## src/rtl/nwb_pkg.sv

```systemverilog
package nwb_pkg;

  typedef enum logic [1:0] {
    SZ_BYTE = 2'd0,
    SZ_HALF = 2'd1,
    SZ_WORD = 2'd2
  } acc_size_e;

  typedef enum logic [1:0] {
    K_PLAIN,
    K_BLK,
    K_XFER,
    K_CMD
  } acc_kind_e;

  typedef enum logic [2:0] {
    S_IDLE,
    S_RD,
    S_FLUSH,
    S_CMD,
    S_WR,
    S_PACE
  } br_state_e;

  localparam int SLOT_BLK = 0;
  localparam int SLOT_CMD = 1;
  localparam int NSLOT    = 2;

  function automatic logic [31:0] lane_mask(input logic [1:0] sz);
    case (sz)
      SZ_BYTE: lane_mask = 32'h0000_00FF;
      SZ_HALF: lane_mask = 32'h0000_FFFF;
      default: lane_mask = 32'hFFFF_FFFF;
    endcase
  endfunction

  function automatic logic [4:0] lane_shift(input logic [1:0] lo);
    lane_shift = {lo, 3'b000};
  endfunction

  function automatic logic [31:0] lane_merge(input logic [31:0] base,
                                              input logic [31:0] val,
                                              input logic [1:0]  sz,
                                              input logic [1:0]  lo);
    logic [31:0] m;
    m = lane_mask(sz) << lane_shift(lo);
    lane_merge = (base & ~m) | ((val & lane_mask(sz)) << lane_shift(lo));
  endfunction

  function automatic logic [31:0] lane_pick(input logic [31:0] word,
                                             input logic [1:0]  sz,
                                             input logic [1:0]  lo);
    lane_pick = (word >> lane_shift(lo)) & lane_mask(sz);
  endfunction

endpackage

```

## src/rtl/nwb_shadow.sv

```systemverilog
module nwb_shadow import nwb_pkg::*; #(
  parameter int DW = 32
) (
  input  logic                      clk,
  input  logic                      rst,
  input  logic [NSLOT-1:0]          ld,
  input  logic [NSLOT-1:0]          cl,
  input  logic [DW-1:0]             ld_val,
  output logic [NSLOT-1:0][DW-1:0]  word,
  output logic [NSLOT-1:0]          pend
);

  for (genvar s = 0; s < NSLOT; s++) begin : g_slot
    always_ff @(posedge clk) begin
      if (rst) begin
        word[s] <= '0;
        pend[s] <= 1'b0;
      end else if (ld[s]) begin
        word[s] <= ld_val;
        pend[s] <= 1'b1;
      end else if (cl[s]) begin
        pend[s] <= 1'b0;
      end
    end
  end

endmodule

```

## src/rtl/nwb_pace.sv

```systemverilog
module nwb_pace #(
  parameter int KHZW     = 16,
  parameter int TICK_DIV = 100,
  parameter int PERIODS  = 4,
  parameter int ZERO_US  = 10
) (
  input  logic            clk,
  input  logic            rst,
  input  logic            start,
  input  logic [KHZW-1:0] khz,
  output logic            done
);

  localparam int LIMIT = PERIODS * 1000;
  localparam int TW    = (TICK_DIV > 1) ? $clog2(TICK_DIV) : 1;
  localparam int UW    = $clog2(ZERO_US + 1);
  localparam int ACCW  = KHZW + $clog2(LIMIT) + 1;

  logic            active;
  logic [TW-1:0]   tick;
  logic [UW-1:0]   us;
  logic [ACCW-1:0] acc;
  logic [KHZW-1:0] khz_q;
  logic            tick_end;
  logic            finish;

  assign tick_end = (tick == TW'(TICK_DIV - 1));
  assign finish   = (khz_q == '0) ? (us == UW'(ZERO_US - 1))
                                  : ((acc + ACCW'(khz_q)) >= ACCW'(LIMIT));
  assign done     = active && tick_end && finish;

  always_ff @(posedge clk) begin
    if (rst) begin
      active <= 1'b0;
      tick   <= '0;
      us     <= '0;
      acc    <= '0;
      khz_q  <= '0;
    end else if (start) begin
      active <= 1'b1;
      tick   <= '0;
      us     <= '0;
      acc    <= '0;
      khz_q  <= khz;
    end else if (active) begin
      if (tick_end) begin
        tick <= '0;
        us   <= us + 1'b1;
        acc  <= acc + ACCW'(khz_q);
        if (finish) active <= 1'b0;
      end else begin
        tick <= tick + 1'b1;
      end
    end
  end

endmodule

```

## src/rtl/narrow_word_bridge.sv

```systemverilog
module narrow_word_bridge import nwb_pkg::*; #(
  parameter int AW         = 8,
  parameter int KHZW       = 16,
  parameter int TICK_DIV   = 100,
  parameter int SLOW_KHZ   = 400,
  parameter int PERIODS    = 4,
  parameter int ZERO_US    = 10,
  parameter int BLKSZ_OFF  = 4,
  parameter int BLKCNT_OFF = 6,
  parameter int XFER_OFF   = 12,
  parameter int CMD_OFF    = 14
) (
  input  logic            clk,
  input  logic            rst,
  input  logic            host_valid,
  output logic            host_ready,
  input  logic            host_write,
  input  logic [1:0]      host_size,
  input  logic [AW-1:0]   host_addr,
  input  logic [31:0]     host_wdata,
  output logic [31:0]     host_rdata,
  output logic            host_done,
  input  logic [KHZW-1:0] card_khz,
  output logic            dn_valid,
  output logic            dn_write,
  output logic [AW-1:0]   dn_addr,
  output logic [31:0]     dn_wdata,
  input  logic [31:0]     dn_rdata,
  input  logic            dn_done
);

  localparam logic [AW-1:0] BLK_WORD = AW'(BLKSZ_OFF) & ~AW'(3);
  localparam logic [AW-1:0] CMD_WORD = AW'(CMD_OFF) & ~AW'(3);
  localparam logic [1:0]    CMD_LO   = 2'(CMD_OFF);

  function automatic acc_kind_e classify(input logic [AW-1:0] a, input logic [1:0] sz);
    if (sz != SZ_HALF)                                  classify = K_PLAIN;
    else if (a == AW'(BLKSZ_OFF) || a == AW'(BLKCNT_OFF)) classify = K_BLK;
    else if (a == AW'(XFER_OFF))                        classify = K_XFER;
    else if (a == AW'(CMD_OFF))                         classify = K_CMD;
    else                                                classify = K_PLAIN;
  endfunction

  br_state_e   st, st_n;
  acc_kind_e   kind_q, kind_in;
  logic        req_write;
  logic [1:0]  req_size;
  logic [AW-1:0] req_addr;
  logic [31:0] req_wdata;
  logic        after_cmd, after_cmd_n;
  logic        cap;
  logic        slow;

  logic            dnv_n, dnw_n, done_n;
  logic [AW-1:0]   dna_n;
  logic [31:0]     dnd_n, rdat_n;

  logic [NSLOT-1:0]         sh_ld, sh_cl;
  logic [31:0]              sh_val;
  logic [NSLOT-1:0][31:0]   sh_word;
  logic [NSLOT-1:0]         sh_pend;
  logic                     pace_go, pace_done;
  logic [31:0]              rmw_word;

  nwb_shadow #(.DW(32)) u_shadow (
    .clk(clk), .rst(rst), .ld(sh_ld), .cl(sh_cl), .ld_val(sh_val),
    .word(sh_word), .pend(sh_pend)
  );

  nwb_pace #(.KHZW(KHZW), .TICK_DIV(TICK_DIV), .PERIODS(PERIODS), .ZERO_US(ZERO_US)) u_pace (
    .clk(clk), .rst(rst), .start(pace_go), .khz(card_khz), .done(pace_done)
  );

  assign host_ready = (st == S_IDLE);
  assign slow       = (card_khz <= KHZW'(SLOW_KHZ));
  assign kind_in    = classify(host_addr, host_size);
  assign rmw_word   = lane_merge(dn_rdata, req_wdata, req_size, req_addr[1:0]);

  always_comb begin
    st_n        = st;
    dnv_n       = dn_valid;
    dnw_n       = dn_write;
    dna_n       = dn_addr;
    dnd_n       = dn_wdata;
    rdat_n      = host_rdata;
    done_n      = 1'b0;
    after_cmd_n = after_cmd;
    cap         = 1'b0;
    pace_go     = 1'b0;
    sh_ld       = '0;
    sh_cl       = '0;
    sh_val      = '0;
    unique case (st)
      S_IDLE: begin
        if (host_valid) begin
          cap = 1'b1;
          if (!host_write && kind_in == K_XFER && sh_pend[SLOT_CMD]) begin
            rdat_n = lane_pick(sh_word[SLOT_CMD], SZ_HALF, host_addr[1:0]);
            done_n = 1'b1;
          end else if (!host_write && kind_in == K_BLK && sh_pend[SLOT_BLK]) begin
            rdat_n = lane_pick(sh_word[SLOT_BLK], SZ_HALF, host_addr[1:0]);
            done_n = 1'b1;
          end else if (host_write && host_size == SZ_WORD) begin
            dnv_n = 1'b1; dnw_n = 1'b1;
            dna_n = host_addr & ~AW'(3);
            dnd_n = host_wdata;
            st_n  = S_WR;
          end else if (host_write && kind_in == K_BLK && sh_pend[SLOT_BLK]) begin
            sh_ld[SLOT_BLK] = 1'b1;
            sh_val = lane_merge(sh_word[SLOT_BLK], host_wdata, SZ_HALF, host_addr[1:0]);
            done_n = 1'b1;
          end else if (host_write && kind_in == K_CMD) begin
            if (sh_pend[SLOT_BLK]) begin
              dnv_n = 1'b1; dnw_n = 1'b1;
              dna_n = BLK_WORD;
              dnd_n = sh_word[SLOT_BLK];
              st_n  = S_FLUSH;
            end else begin
              st_n = S_CMD;
            end
          end else begin
            dnv_n = 1'b1; dnw_n = 1'b0;
            dna_n = host_addr & ~AW'(3);
            st_n  = S_RD;
          end
        end
      end
      S_RD: begin
        if (dn_done) begin
          dnv_n = 1'b0;
          if (!req_write) begin
            rdat_n = lane_pick(dn_rdata, req_size, req_addr[1:0]);
            done_n = 1'b1;
            st_n   = S_IDLE;
          end else if (kind_q == K_BLK) begin
            sh_ld[SLOT_BLK] = 1'b1;
            sh_val = rmw_word;
            done_n = 1'b1;
            st_n   = S_IDLE;
          end else if (kind_q == K_XFER) begin
            sh_ld[SLOT_CMD] = 1'b1;
            sh_val = rmw_word;
            done_n = 1'b1;
            st_n   = S_IDLE;
          end else begin
            dnv_n = 1'b1; dnw_n = 1'b1;
            dnd_n = rmw_word;
            st_n  = S_WR;
          end
        end
      end
      S_FLUSH: begin
        if (dn_done) begin
          dnv_n = 1'b0;
          sh_cl[SLOT_BLK] = 1'b1;
          if (slow) begin
            pace_go = 1'b1; after_cmd_n = 1'b1; st_n = S_PACE;
          end else begin
            st_n = S_CMD;
          end
        end
      end
      S_CMD: begin
        dnv_n = 1'b1; dnw_n = 1'b1;
        dna_n = CMD_WORD;
        dnd_n = lane_merge(sh_word[SLOT_CMD], req_wdata, SZ_HALF, CMD_LO);
        sh_cl[SLOT_CMD] = 1'b1;
        st_n  = S_WR;
      end
      S_WR: begin
        if (dn_done) begin
          dnv_n = 1'b0;
          if (slow) begin
            pace_go = 1'b1; after_cmd_n = 1'b0; st_n = S_PACE;
          end else begin
            done_n = 1'b1; st_n = S_IDLE;
          end
        end
      end
      S_PACE: begin
        if (pace_done) begin
          if (after_cmd) st_n = S_CMD;
          else begin
            done_n = 1'b1; st_n = S_IDLE;
          end
        end
      end
      default: st_n = S_IDLE;
    endcase
  end

  always_ff @(posedge clk) begin
    if (rst) begin
      st         <= S_IDLE;
      kind_q     <= K_PLAIN;
      req_write  <= 1'b0;
      req_size   <= 2'd0;
      req_addr   <= '0;
      req_wdata  <= '0;
      after_cmd  <= 1'b0;
      dn_valid   <= 1'b0;
      dn_write   <= 1'b0;
      dn_addr    <= '0;
      dn_wdata   <= '0;
      host_rdata <= '0;
      host_done  <= 1'b0;
    end else begin
      st         <= st_n;
      after_cmd  <= after_cmd_n;
      dn_valid   <= dnv_n;
      dn_write   <= dnw_n;
      dn_addr    <= dna_n;
      dn_wdata   <= dnd_n;
      host_rdata <= rdat_n;
      host_done  <= done_n;
      if (cap) begin
        kind_q    <= kind_in;
        req_write <= host_write;
        req_size  <= host_size;
        req_addr  <= host_addr;
        req_wdata <= host_wdata;
      end
    end
  end

endmodule

```

## config.mk

```make
export PLATFORM = sky130hd
export DESIGN_NAME = narrow_word_bridge
export DESIGN_NICKNAME = d
export VERILOG_FILES = /design/src/rtl/nwb_pkg.sv /design/src/rtl/nwb_shadow.sv /design/src/rtl/nwb_pace.sv /design/src/rtl/narrow_word_bridge.sv
export SDC_FILE = /design/constraint.sdc
export NUM_CORES = 1
export LEC_CHECK = 0
export BUFFER_PORTS_ARGS = -buffer_cell sky130_fd_sc_hd__buf_2
export CORE_MARGIN = 5
export CORE_UTILIZATION = 40
export CTS_CLUSTER_SIZE = 30
export DETAILED_ROUTE_END_ITERATION = 7
export MAX_ROUTING_LAYER = met4
export PLACE_DENSITY_LB_ADDON = 0.3
export SLEW_MARGIN = 40
export SYNTH_ARGS = -nofsm -noshare
export SYNTH_HDL_FRONTEND = slang
export SYNTH_HIERARCHICAL = 1
export SYNTH_SLANG_ARGS = --single-unit
```

## constraint.sdc

```tcl
create_clock -name clk -period 11.07 [get_ports clk]
set_clock_uncertainty 0.05 [all_clocks]
set_input_delay 2.214 -clock clk [delete_from_list [all_inputs] [get_ports clk]]
set_output_delay 2.214 -clock clk [all_outputs]
set_load 0.01 [all_outputs]
```

### After elaboration in Yosys (flattened, before gate mapping)

Cells that the tools add are included.

| storage, ports and cells | value |
|---|---|
| logic and storage cells | 265 |
| bits in registers | 241 |
| output and inout port bits | 76 |
| memories | 0 |
| ROM bits | 0 |
| input port bits | 95 |
| bits in latches | 0 |
| memory bits (writable) | 0 |

| cells by class | value |
|---|---|
| divide/modulo/power cells | 0 |
| eq/ne operators | 38 |
| shift-type cells | 7 |
| multiplexer cells | 146 |
| multipliers | 0 |
| reductions and logical operators | 32 |
| bitwise logic cells | 15 |
| $add $sub $neg | 3 |
| magnitude comparators | 2 |

Operators by type and width:

| kind | number |
|---|---|
| 32-bit 2-to-1 mux | 41 |
| 32-bit AND | 8 |
| 32-bit case mux with 2 select lines | 3 |
| 32-bit by 5-bit left shift with 32-bit output | 4 |
| 32-bit inverter | 3 |
| 32-bit OR | 3 |
| 32-bit case mux with 3 select lines | 1 |
| 32-bit by 5-bit right shift with 32-bit output | 3 |
| 1-bit 2-to-1 mux | 63 |
| 8-bit 2-to-1 mux | 7 |
| 3-bit 2-to-1 mux | 15 |
| 29-bit by 16-bit adder with 29-bit output | 1 |
| 29-bit by 12-bit greater-or-equal comparator with 1-bit output, second input constant | 1 |
| 2-bit != test, second input constant | 13 |
| 3-bit case mux with 6 select lines | 1 |
| 16-bit AND | 1 |
| 8-bit by 3-bit equality test with 1-bit output, second input constant | 2 |
| 8-bit by 4-bit equality test with 1-bit output, second input constant | 2 |
| 16-bit by 9-bit less-or-equal comparator with 1-bit output, second input constant | 1 |
| 16-bit zero test | 1 |
| 16-bit 2-to-1 mux | 1 |
| 8-bit case mux with 2 select lines | 1 |
| 8-bit AND reduction | 2 |
| 2-bit 2-to-1 mux | 7 |
| other kinds (31) | 58 |

### Logic depth before layout (Yosys ltp)

Gate-level depths: netlist of run 1.

| logic depth | value |
|---|---|
| depth after elaboration | 24 |
| gate-level depth with buffers | 17 |
| depth with buffers taken out | 17 |

### Hierarchy

The synthesis of run 1 kept the hierarchy.

By module, submodules not included:

| module | area an instance (sq um) | cells each | times used | sequential area each (sq um) |
|---|---|---|---|---|
| narrow_word_bridge | 8389.3 | 1154 | 1 | 2322.2 |
| nwb_pace | 3482.1 | 442 | 1 | 1141.1 |
| nwb_shadow | 2407.3 | 215 | 1 | 1321.3 |

### Least setup slack after synthesis of run 1

OpenSTA, ideal clock, no wires.

| timing | value |
|---|---|
| kind | input to register |
| start | input host_addr[1] |
| end | register host_rdata[13] |
| setup slack | 6.054 ns |
| stages | 14 |
| arrival | 4.851 ns |
| library setup time | 0.115 ns |
| required time | 10.905 ns |
| path buffers | 6 |
| cells stage by stage | inv_1 > clkbuf_1 > clkbuf_1 > clkbuf_1 > ha_1 > clkbuf_2 > and4b_1 > buf_2 > nand3_2 > buf_4 > mux2i_1 > mux2i_1 > nor3_1 > a2111oi_0 |

| between the ends | value |
|---|---|
| cells in the longest elaborated chain, start to end | 11 |
| elaborated cells on any way between the ends | 25 |
| those cells by class | eq/ne: 7; shift: 2; mux: 8; bitwise: 2; reduce/logical: 6 |

Ends and longest elaborated chain:

| item | line | source |
|---|---|---|
| start, declared | narrow_word_bridge.sv:19 | `input logic [AW-1:0] host_addr,` |
| 8-bit by 4-bit equality test with 1-bit output | narrow_word_bridge.sv:40 | `else if (a == AW'(CMD_OFF)) classify = K_CMD;` |
| 2-bit 2-to-1 mux | narrow_word_bridge.sv:40 |  |
| 2-bit 2-to-1 mux | narrow_word_bridge.sv:39 | `else if (a == AW'(XFER_OFF)) classify = K_XFER;` |
| 2-bit 2-to-1 mux | narrow_word_bridge.sv:38 | `else if (a == AW'(BLKSZ_OFF) \|\| a == AW'(BLKCNT_OFF)) classify = K_BLK;` |
| 2-bit 2-to-1 mux | narrow_word_bridge.sv:37 | `if (sz != SZ_HALF) classify = K_PLAIN;` |
| 2-bit equality test | narrow_word_bridge.sv:97 | `if (!host_write && kind_in == K_XFER && sh_pend[SLOT_CMD]) begin` |
| 1-bit logical AND (2 in series) | narrow_word_bridge.sv:97 |  |
| 32-bit 2-to-1 mux | narrow_word_bridge.sv:97 |  |
| 32-bit 2-to-1 mux | narrow_word_bridge.sv:95 | `if (host_valid) begin` |
| 32-bit case mux with 2 select lines | narrow_word_bridge.sv:93 | `unique case (st)` |
| end signal, assigned | narrow_word_bridge.sv:214 | `host_rdata <= rdat_n;` |
| end, declared | narrow_word_bridge.sv:21 | `output logic [31:0] host_rdata,` |

Several ways; a longest one is shown, not always the timed one. The select of a mux whose other input is x is not followed.
A chain may end at the register's enable or synchronous reset.

### Worst setup path after layout of run 1

| timing | value |
|---|---|
| start | input host_addr[0] |
| end | register host_rdata[1] |

The elaborated chain is that of the path after synthesis.

==> flow_metrics.env, run 1 <==
export IMPL_status="complete, no violations"
export IMPL_dp_hpwl_um=42400
export IMPL_ant_nets=0
export IMPL_die_height_um=199
export IMPL_cts_buffer_depth=3
export IMPL_p_switching_w=0.00119
export IMPL_synth_simple_gate_area_frac=0.210
export IMPL_ctsResizeCount=0
export IMPL_grt_max_degree=67
export IMPL_drv_slew=0
export IMPL_postCtsSetupBuffers=0
export IMPL_grt_pass1_vias=13583
export IMPL_cts_tree="built"
export IMPL_rsz0062_at_grt="no"
export IMPL_pwr_density_cell_nw_per_um2=190
export IMPL_hold_path_class="flop to flop"
export IMPL_finalCriticalPeriod_ns=5.40
export IMPL_synth_yosys_warnings=6
export IMPL_crit_fanout=32
export IMPL_drive_gt1_frac=0.144
export IMPL_startpoint_type="input pin"
export IMPL_diodes=0
export IMPL_die_area_sq_um=39600
export IMPL_holdWs_ns=0.397
export IMPL_grt_usage=0.284
export IMPL_root_buffer="clkbuf_16"
export IMPL_final_hold_violation_count=0
export IMPL_intPower_w=0.00188
export IMPL_synth_edff_count=0
export IMPL_synth_compound_area_frac=0.233
export IMPL_crit_type="input pin to flop"
export IMPL_synthAdderAreaFrac=0.0216
export IMPL_start_util=0.403
export IMPL_grt_ovfl_total=0
export IMPL_fin_area_sq_um=16200
export IMPL_synthCells=1811
export IMPL_drc=0
export IMPL_clock_sinks=239
export IMPL_post_drt_wl_per_cell_um=24.2
export IMPL_p_clk_frac=0.320
export IMPL_clkLatencyLatePin_ns=0.56
export IMPL_syn_to_final_growth_pct=13.3
export IMPL_wl_um=57400
export IMPL_ys_ff_latch=239
export IMPL_crit_chain="buf_2 -> inv_1 -> ha_1 -> and4b_1 -> nand3_2 -> buf_4 -> mux2i_1 -> o22ai_1 -> nor3_1 -> o41ai_1"
export IMPL_drv_cap=0
export IMPL_numCtsBuffers=29
export IMPL_synth_xor_area_frac=0.0215
export IMPL_worst_slack_ns=5.67
export IMPL_core_area_sq_um=35400
export IMPL_vias_per_cell=6.15
export IMPL_yosysUniqueCellTypes=87
export IMPL_cpPeakStageDelay_ns=0.55
export IMPL_max_freq_mhz=185
export IMPL_grt_pass1_wl_um=84800
export IMPL_ir_drop_uv=121
export IMPL_seqPwrFrac=0.346
export IMPL_path_buf_inv=3
export IMPL_setup_viol=0
export IMPL_async_flop_share=0
export IMPL_synth_top_family_by_area="compound AO/OA/AOI/OAI gates"
export IMPL_io_pins=171
export IMPL_clk_pin_slew_ns=0.06
export IMPL_cpMaxStageDelayCell="ha_1"
export IMPL_max_slew_worst_pin_slew_ns=0.896
export IMPL_crit_family="buffers and inverters"
export IMPL_io_buffers=168
export IMPL_die_w_um=199
export IMPL_vias=14603
export IMPL_synth_seq_area_share=0.335
export IMPL_hold_buffers=0
export IMPL_critPathRequiredTime_ns=11.45
export IMPL_htreeDepth=1
export IMPL_leakagePower_nw=6.14
export IMPL_synth_area_sq_um=14300
export IMPL_crit_path_end_kind="flop"
export IMPL_slew_headroom=0.403
export IMPL_dr_pass1_iters=7
export IMPL_swShare=0.389
export IMPL_pre_cts_ws_ns=5.24
export IMPL_finalCritPeriodShare=0.488
export IMPL_ys_flop_type="dfxtp_1"
export IMPL_final_setup_tns_ns=0
export IMPL_antenna_found_initial=0
export IMPL_crit_arrival_ns=5.78
export IMPL_drt_initial_drc_count=1319
export IMPL_gp_congestion=0.995
export IMPL_final_nets=2012
export IMPL_synth_area_per_cell_sq_um=7.88
export IMPL_synthMuxAreaShare=0.121
export IMPL_placed_area_sq_um=15200
export IMPL_rows=69
export IMPL_comb_power_share=0.334
cells in the final DEF, fill, tap and decap left out, drive strengths merged, types with 25 or more instances in the layout:
cell	netlist	routed
inv	23	25
nand2	257	257
nor2	212	212
a21oi	189	189
clkbuf	84	40
a31oi	32	32
mux2i	162	162
o21ai	59	59
dfxtp	239	239
nand3	46	46
o22ai	26	26
buf	58	192
nand4	27	27
a211oi	28	28
worst reg2reg max path: stages (launching register included):
cell,delay [ns]
dfxtp_1,0.34
ha_1,0.22
fa_1,0.43
a21oi_1,0.17
o21ai_0,0.16
a221oi_2,0.49
o21bai_1,0.27
nor3b_1,0.20
o21ai_0,0.18
nor4_1,0.09
and3_1,0.20
nor3_1,0.28
mux2i_1,0.14
mux2i_1,0.16
o22ai_1,0.13
a31o_2,0.29
a31o_2,0.21
a21oi_1,0.12
registers in the layout (all words and copies together) (netlist names), 2 cells and up:
name / flops
kind_q: 2
u_shadow/word: 64
u_pace/khz_q: 16
dn_wdata: 32
u_pace/tick: 7
u_shadow/pend: 2
u_pace/us: 4
req_wdata: 32
dn_addr: 6
st: 3
u_pace/acc: 29
req_size: 2
req_addr: 2
host_rdata: 32
cells by family (layout without fill, tap and decap cells):
family	count (synthesis)	after routing
buf+inv	166	268
fa+ha+maj	24	24
mux	172	172
xor+xnor	35	35
other cells	1	2
simple gates	667	667
flops	239	239
compound gates	507	507
layout make-up:
type                       instances  area, sq um
clock buffer                      40          797
fill                            3608        19200
tap                              461          577
multi-input combinational       1407         8730
sequential                       239         4790
inverter                          24         90.1
timing repair buffer             192         1030
clock inverter                    12          173
final timing paths:
kind / from / to / slack [ns] / cells after the start
setup reg to reg: u_pace/khz_q[0] / st[0] / 6.83 / 17
hold / removal: host_rdata[19] / host_rdata[19] / 0.40 / 2
setup / recovery: host_addr[0] / host_rdata[1] / 5.67 / 10
hold reg to reg: host_rdata[19] / host_rdata[19] / 0.40 / 2
synthesized netlist by cell type (all sizes together), types with 8 or more instances:
cell type / n / area (sq um)
nor2b: 23 / 144
nor2: 212 / 798
a211oi: 28 / 223
a31oi: 32 / 200
nand2: 257 / 965
xor2: 11 / 96.3
ha: 23 / 288
a21oi: 189 / 950
a21o: 8 / 60.1
o32ai: 9 / 86.3
a2111oi: 8 / 70.1
o211ai: 21 / 163
nor3b: 13 / 119
o22a: 15 / 131
dfxtp: 239 / 4780
o22ai: 26 / 163
mux2i: 162 / 1620
o41ai: 9 / 78.8
o21ai: 59 / 299
or3: 16 / 100
buf: 58 / 404
a22oi: 17 / 128
o2111ai: 9 / 78.8
nand3: 46 / 235
a311oi: 10 / 87.6
clkbuf: 84 / 318
a221oi: 11 / 103
nand4: 27 / 169
nand2b: 11 / 68.8
nor3: 23 / 115
a222oi: 9 / 90.1
o211a: 11 / 110
inv: 23 / 86.3
mux2: 10 / 113
nor4: 9 / 56.3
xnor2: 24 / 210
layer usage:
layer  part of all wire  GRT usage
met4              0.053      0.121
met1               0.41      0.366
met2               0.44      0.440
met5                  0          -
met3              0.091     0.0525
power groups by stage:
stage | logic [W] | registers (W) | clock network [W]
after floorplan | 0.000615 | 0.00106 | 0
after global placement | 0.000994 | 0.00107 | 0
after detailed placement | 0.00100 | 0.00107 | 0
after CTS | 0.00101 | 0.00106 | 0.000999
after global routing | 0.00110 | 0.00107 | 0.00103
final | 0.00102 | 0.00106 | 0.000983
metrics by stage:
step                cells  utilization  total power [W]
finish               2375        0.457          0.00307
global route         2375        0.457          0.00320
CTS                  2375        0.457          0.00306
detailed placement   2323        0.430          0.00208
global placement     2323        0.429          0.00207
floorplan            1812            -          0.00168
Note: power is estimated with default switching activity, not from simulation.
==> inputs of run 2 (changes only) <==
Settings changed: ABC_AREA set to 1.
Clock period 11.07 ns to 5.5 ns, I/O delays scaled along.
==> flow_metrics.env, run 2 <==
export IMPL_drv_cap=0
export IMPL_layout_common_cells="nand2_1, nor2_1, o21ai_0"
export IMPL_crit_path_end_kind="flop"
export IMPL_final_nets=2552
export IMPL_ant_nets=0
export IMPL_finalCritPeriodShare=0.657
export IMPL_async_flop_share=0
export IMPL_rsz0062_at_grt="no"
export IMPL_vias_per_cell=5.73
export IMPL_syn_to_final_growth_pct=14.0
export IMPL_cts_tree="built"
export IMPL_clk_pin_slew_ns=0.06
export IMPL_final_setup_tns_ns=0
export IMPL_max_freq_mhz=277
export IMPL_status="complete, no violations"
export IMPL_placed_area_sq_um=15600
export IMPL_synth_area_sq_um=14600
export IMPL_critPathRequiredTime_ns=5.89
export IMPL_globalRouteMet2Util=0.436
export IMPL_ys_top_cells_by_count="nand2_1, nor2_1, o21ai_0"
export IMPL_pwr_density_cell_nw_per_um2=306
export IMPL_drt_initial_drc_count=1778
export IMPL_root_buffer="clkbuf_16"
export IMPL_max_slew_worst_pin_slew_ns=0.822
export IMPL_busiest_layer="met2"
export IMPL_min_to="host_rdata[4]"
export IMPL_reg2reg_depth=14
export IMPL_startpoint_type="input pin"
export IMPL_die_area_sq_um=40400
export IMPL_clkLatencyLatePin_ns=0.57
export IMPL_crit_start="host_addr[0]"
export IMPL_ys_flop_type="dfxtp_1"
export IMPL_post_drt_wl_per_cell_um=21.2
export IMPL_start_util=0.401
export IMPL_yosys_cell_count_top_type="nand2_1"
export IMPL_finalCriticalPeriod_ns=3.61
export IMPL_min_from="host_rdata[4]"
export IMPL_crit_arrival_ns=4.00
export IMPL_die_height_um=201
export IMPL_multiInputGateArea_sq_um=8390
export IMPL_core_area_sq_um=36300
export IMPL_htreeDepth=1
export IMPL_setup_viol=0
export IMPL_synthCells=2332
export IMPL_crit_type="input pin to flop"
export IMPL_fillerInstances=3832
export IMPL_synthTopCellsByArea="dfxtp_1, nand2_1, nor2_1"
export IMPL_drive_gt1_frac=0.125
export IMPL_io_pins=171
export IMPL_die_w_um=201
export IMPL_synth_seq_area_share=0.328
export IMPL_gr_usage_met1=0.398
export IMPL_layout_commonest_cell="nand2_1"
export IMPL_cts_buffer_depth=3
export IMPL_dr_pass1_iters=6
export IMPL_vias=16725
export IMPL_synth_top_cell_area_share=0.328
export IMPL_largest_register_ffs=64
export IMPL_synth_yosys_warnings=6
export IMPL_fin_area_sq_um=16600
export IMPL_antenna_found_initial=1
export IMPL_slew_headroom=0.446
export IMPL_io_buffers=168
export IMPL_grt_max_degree=65
export IMPL_ir_drop_uv=269
export IMPL_yosysUniqueCellTypes=63
export IMPL_ys_ff_latch=239
export IMPL_ctsResizeCount=0
export IMPL_clock_sinks=239
export IMPL_post_route_util=0.458
export IMPL_grtUsageMet3=0.0793
export IMPL_grt_usage=0.299
export IMPL_grt_pass1_wl_um=93100
export IMPL_dp_hpwl_um=45800
export IMPL_hold_buffers=0
export IMPL_regToRegSetupSlack_ns=2.06
export IMPL_synth_edff_count=0
export IMPL_top_register="u_shadow/word"
export IMPL_hold_path_class="flop to flop"
export IMPL_yosysTopAreaCell="dfxtp_1"
export IMPL_wl_um=61800
export IMPL_drv_slew=0
export IMPL_seq_area_sq_um=4780
export IMPL_grt_ovfl_total=0
export IMPL_final_hold_violation_count=0
export IMPL_r2r_start="st[1]"
export IMPL_postCtsSetupBuffers=0
export IMPL_grt_pass1_vias=15292
export IMPL_numCtsBuffers=29
export IMPL_leakagePower_nw=7.71
export IMPL_reg2reg_to="u_pace/acc[16]"
export IMPL_synth_area_per_cell_sq_um=6.26
export IMPL_drc=0
export IMPL_rows=70
export IMPL_hold_depth=2
export IMPL_holdWs_ns=0.412
export IMPL_gp_congestion=1.04
export IMPL_crit_fanout=34
## run 2: changes by cell type after synthesis, moves of 24 or more
cell | previous run | this run
xnor2_1 | 24 | 0
inv_1 | 23 | 198
nand3_1 | 45 | 146
nor2_1 | 211 | 365
o21ai_0 | 54 | 249
mux2i_1 | 162 | 1
a21oi_1 | 188 | 152
nand2_1 | 257 | 545
o22ai_1 | 26 | 53
a211oi_1 | 27 | 2
## run 2: worst max-delay path by stage
stage | to | slack [ns]
2_1_floorplan | u_shadow/word[16] | 1.97
3_5_place_dp | dn_addr[6] | 1.37
4_1_cts | dn_addr[6] | 1.96
6_report | dn_addr[6] | 1.89
3_3_place_gp | dn_addr[4] | 1.47
5_1_grt | u_shadow/word[6] | 1.70
## run 2: critical path: stages
cell and delay [ns]:
buf_2 0.32, inv_1 0.20, ha_1 0.27, inv_2 0.18, nand2_1 0.14, nand3_2 0.15, nor2_4 0.06, nand2_2 0.08
buf_4 0.39, nand3_1 0.21, nand2_1 0.19, o211ai_1 0.35, o21ai_0 0.29, nor2_1 0.06
## run 2: through the flow
| step | instances | total power, W | worst slack [ns] |
|---|---|---|---|
| finish | 2919 | 0.00510 | 1.89 |
| global placement | 2870 | 0.00305 | 1.47 |
| global route | 2919 | 0.00529 | 1.70 |
| detailed placement | 2870 | 0.00306 | 1.37 |
| floorplan | 2333 | 0.00261 | 1.97 |
| CTS | 2918 | 0.00509 | 1.96 |
## run 2: final cells by class
class | instances | area share
inverter | 218 | 0.0498
clock inverter | 12 | 0.0117
tap | 468 | 0.0352
timing repair buffer | 196 | 0.0632
sequential | 239 | 0.288
antenna | 1 | 0.000150
clock buffer | 36 | 0.0476
multi-input combinational | 1749 | 0.505
## run 2: routing by layer
metal  routed length (um)  vias up
met5                    0        -
met4                 2380        0
met3                 6680      153
met2                26400      873
met1                26300     7780
li1                     -     7919
## run 2: cell families after synthesis
family,count (synthesis),synth area share
other cells,1,0.000257
fa+ha+maj,24,0.0211
compound gates,564,0.217
simple gates,1151,0.329
flops,239,0.328
buf+inv,345,0.0994
xor+xnor,7,0.00420
mux,1,0.000686
## run 2: power breakdown
part / switching, W / internal, W
clock network: 0.000787 / 0.00124
logic: 0.000807 / 0.000311
registers: 0.0000984 / 0.00185
total: 0.00169 / 0.00340
==> inputs of run 3 (changes only) <==
Settings changed: ABC_AREA 1 to 0.
Clock period 5.5 ns to 3.7 ns, I/O delays scaled along.
==> flow_metrics.env, run 3 (same netlist as run 1, synthesis figures left out) <==
export IMPL_setup_viol=0
export IMPL_drv_slew=0
export IMPL_grt_ovfl_total=0
export IMPL_rsz0062_at_grt="yes"
export IMPL_r2r_start="u_pace/khz_q[2]"
export IMPL_cts_tree="built"
export IMPL_placed_area_sq_um=15600
export IMPL_final_hold_violation_count=0
export IMPL_htreeDepth=1
export IMPL_die_area_sq_um=39600
export IMPL_die_height_um=199
export IMPL_root_buffer="clkbuf_16"
export IMPL_grt_pass1_wl_um=84600
export IMPL_rows=69
export IMPL_max_slew_worst_pin_slew_ns=0.797
export IMPL_layout_commonest_cell="nand2_1"
export IMPL_dp_hpwl_um=42000
export IMPL_grt_max_degree=61
export IMPL_slew_headroom=0.469
export IMPL_final_setup_tns_ns=0
export IMPL_clkLatencyLatePin_ns=0.56
export IMPL_largest_register_ffs=64
export IMPL_grt_usage=0.282
export IMPL_ir_drop_uv=410
export IMPL_start_util=0.403
export IMPL_vias_per_cell=6.11
export IMPL_io_buffers=168
export IMPL_layout_common_cells="nand2_1, dfxtp_1, nor2_1"
export IMPL_pwr_density_cell_nw_per_um2=552
export IMPL_wl_um=56700
export IMPL_holdWs_ns=0.385
export IMPL_die_w_um=199
export IMPL_numCtsBuffers=28
export IMPL_hold_depth=3
export IMPL_cts_buffer_depth=3
export IMPL_drv_cap=0
export IMPL_fin_area_sq_um=16700
export IMPL_finalCritPeriodShare=0.988
export IMPL_syn_to_final_growth_pct=16.8
export IMPL_crit_fanout=5
export IMPL_hold_path_class="input pin to flop"
export IMPL_post_drt_wl_per_cell_um=23.3
export IMPL_clk_pin_slew_ns=0.06
export IMPL_ant_nets=0
export IMPL_grt_pass1_vias=14180
export IMPL_gp_congestion=1.01
export IMPL_drt_initial_drc_count=1637
export IMPL_clock_sinks=239
export IMPL_antenna_found_initial=2
export IMPL_io_pins=171
export IMPL_core_area_sq_um=35400
export IMPL_crit_path_end_kind="flop"
export IMPL_reg2reg_to="st[1]"
export IMPL_leakagePower_nw=6.41
export IMPL_regToRegSetupSlack_ns=0.05
export IMPL_crit_arrival_ns=4.06
export IMPL_finalCriticalPeriod_ns=3.65
export IMPL_max_freq_mhz=274
export IMPL_drc=0
export IMPL_status="complete, no violations"
export IMPL_vias=14858
export IMPL_drive_gt1_frac=0.175
export IMPL_crit_type="flop to flop"
export IMPL_dr_pass1_iters=7
export IMPL_p_total_w=0.00921
export IMPL_final_nets=2063
export IMPL_reg2reg_depth=16
export IMPL_hold_buffers=0
export IMPL_startpoint_type="flop"
export IMPL_critPathRequiredTime_ns=4.11
export IMPL_top_register="u_shadow/word"
export IMPL_min_to="u_pace/khz_q[8]"
export IMPL_min_from="card_khz[8]"
run 3: how the worst max path moves through the flow:
stage	from	to	cells after the start
after floorplan	host_addr[1]	host_rdata[13]	14
after global placement	u_pace/acc[0]	st[0]	18
after detailed placement	u_pace/acc[0]	st[0]	18
after CTS	u_pace/khz_q[4]	st[1]	16
after global routing	u_pace/khz_q[0]	st[2]	18
final	u_pace/khz_q[2]	st[1]	16
run 3: power breakdown:
part	internal (W)	switching (W)
registers	0.00288	0.000298
logic	0.00105	0.00216
clock network	0.00169	0.00113
run 3: final cells by class:
cell class	count	area, sq um
diodes	3	7.51
clock buffers	42	793
clock inverters	10	139
fillers	3545	18700
inverters	24	90.1
multi-input cells	1407	8820
flip-flops and latches	239	4790
well taps	461	577
repair buffers	244	1460
run 3: what timing repair did:
action                                  CTS  global route
pin swaps                                 0             9
resized for setup                         3            22
endpoints found under the setup margin    3             3
setup buffers                             1             4
run 3: worst max-delay path, cell delays in order (launching register included):
cell and delay, ns:
dfxtp_1 0.33, ha_2 0.40, nand3_1 0.11, o211ai_2 0.18, nor3b_4 0.28, o21ai_2 0.11
a211oi_4 0.26, mux2_1 0.36, nor4_2 0.29, and3_4 0.24, nor3_4 0.05, mux2i_1 0.14
mux2i_1 0.11, o22ai_2 0.17, a31o_2 0.17, nor2_1 0.06, a221oi_1 0.25
run 3: metrics by stage:
step / utilization / setup WS, ns / cells
final: 0.471 / 0.0459 / 2430
after global routing: 0.471 / -0.194 / 2429
after CTS: 0.467 / 0.0116 / 2423
after detailed placement: 0.441 / -0.105 / 2370
after global placement: 0.440 / -0.0422 / 2370
after floorplan: - / 0.158 / 1812
run 3: metal layers:
| metal | global-route usage | vias to the layer above | wire length (um) |
|---|---|---|---|
| met5 | - | - | 0 |
| met4 | 0.0988 | 0 | 2440 |
| met3 | 0.0557 | 143 | 5750 |
| met2 | 0.428 | 780 | 24600 |
| met1 | 0.375 | 7096 | 23900 |
| li1 | - | 6839 | - |
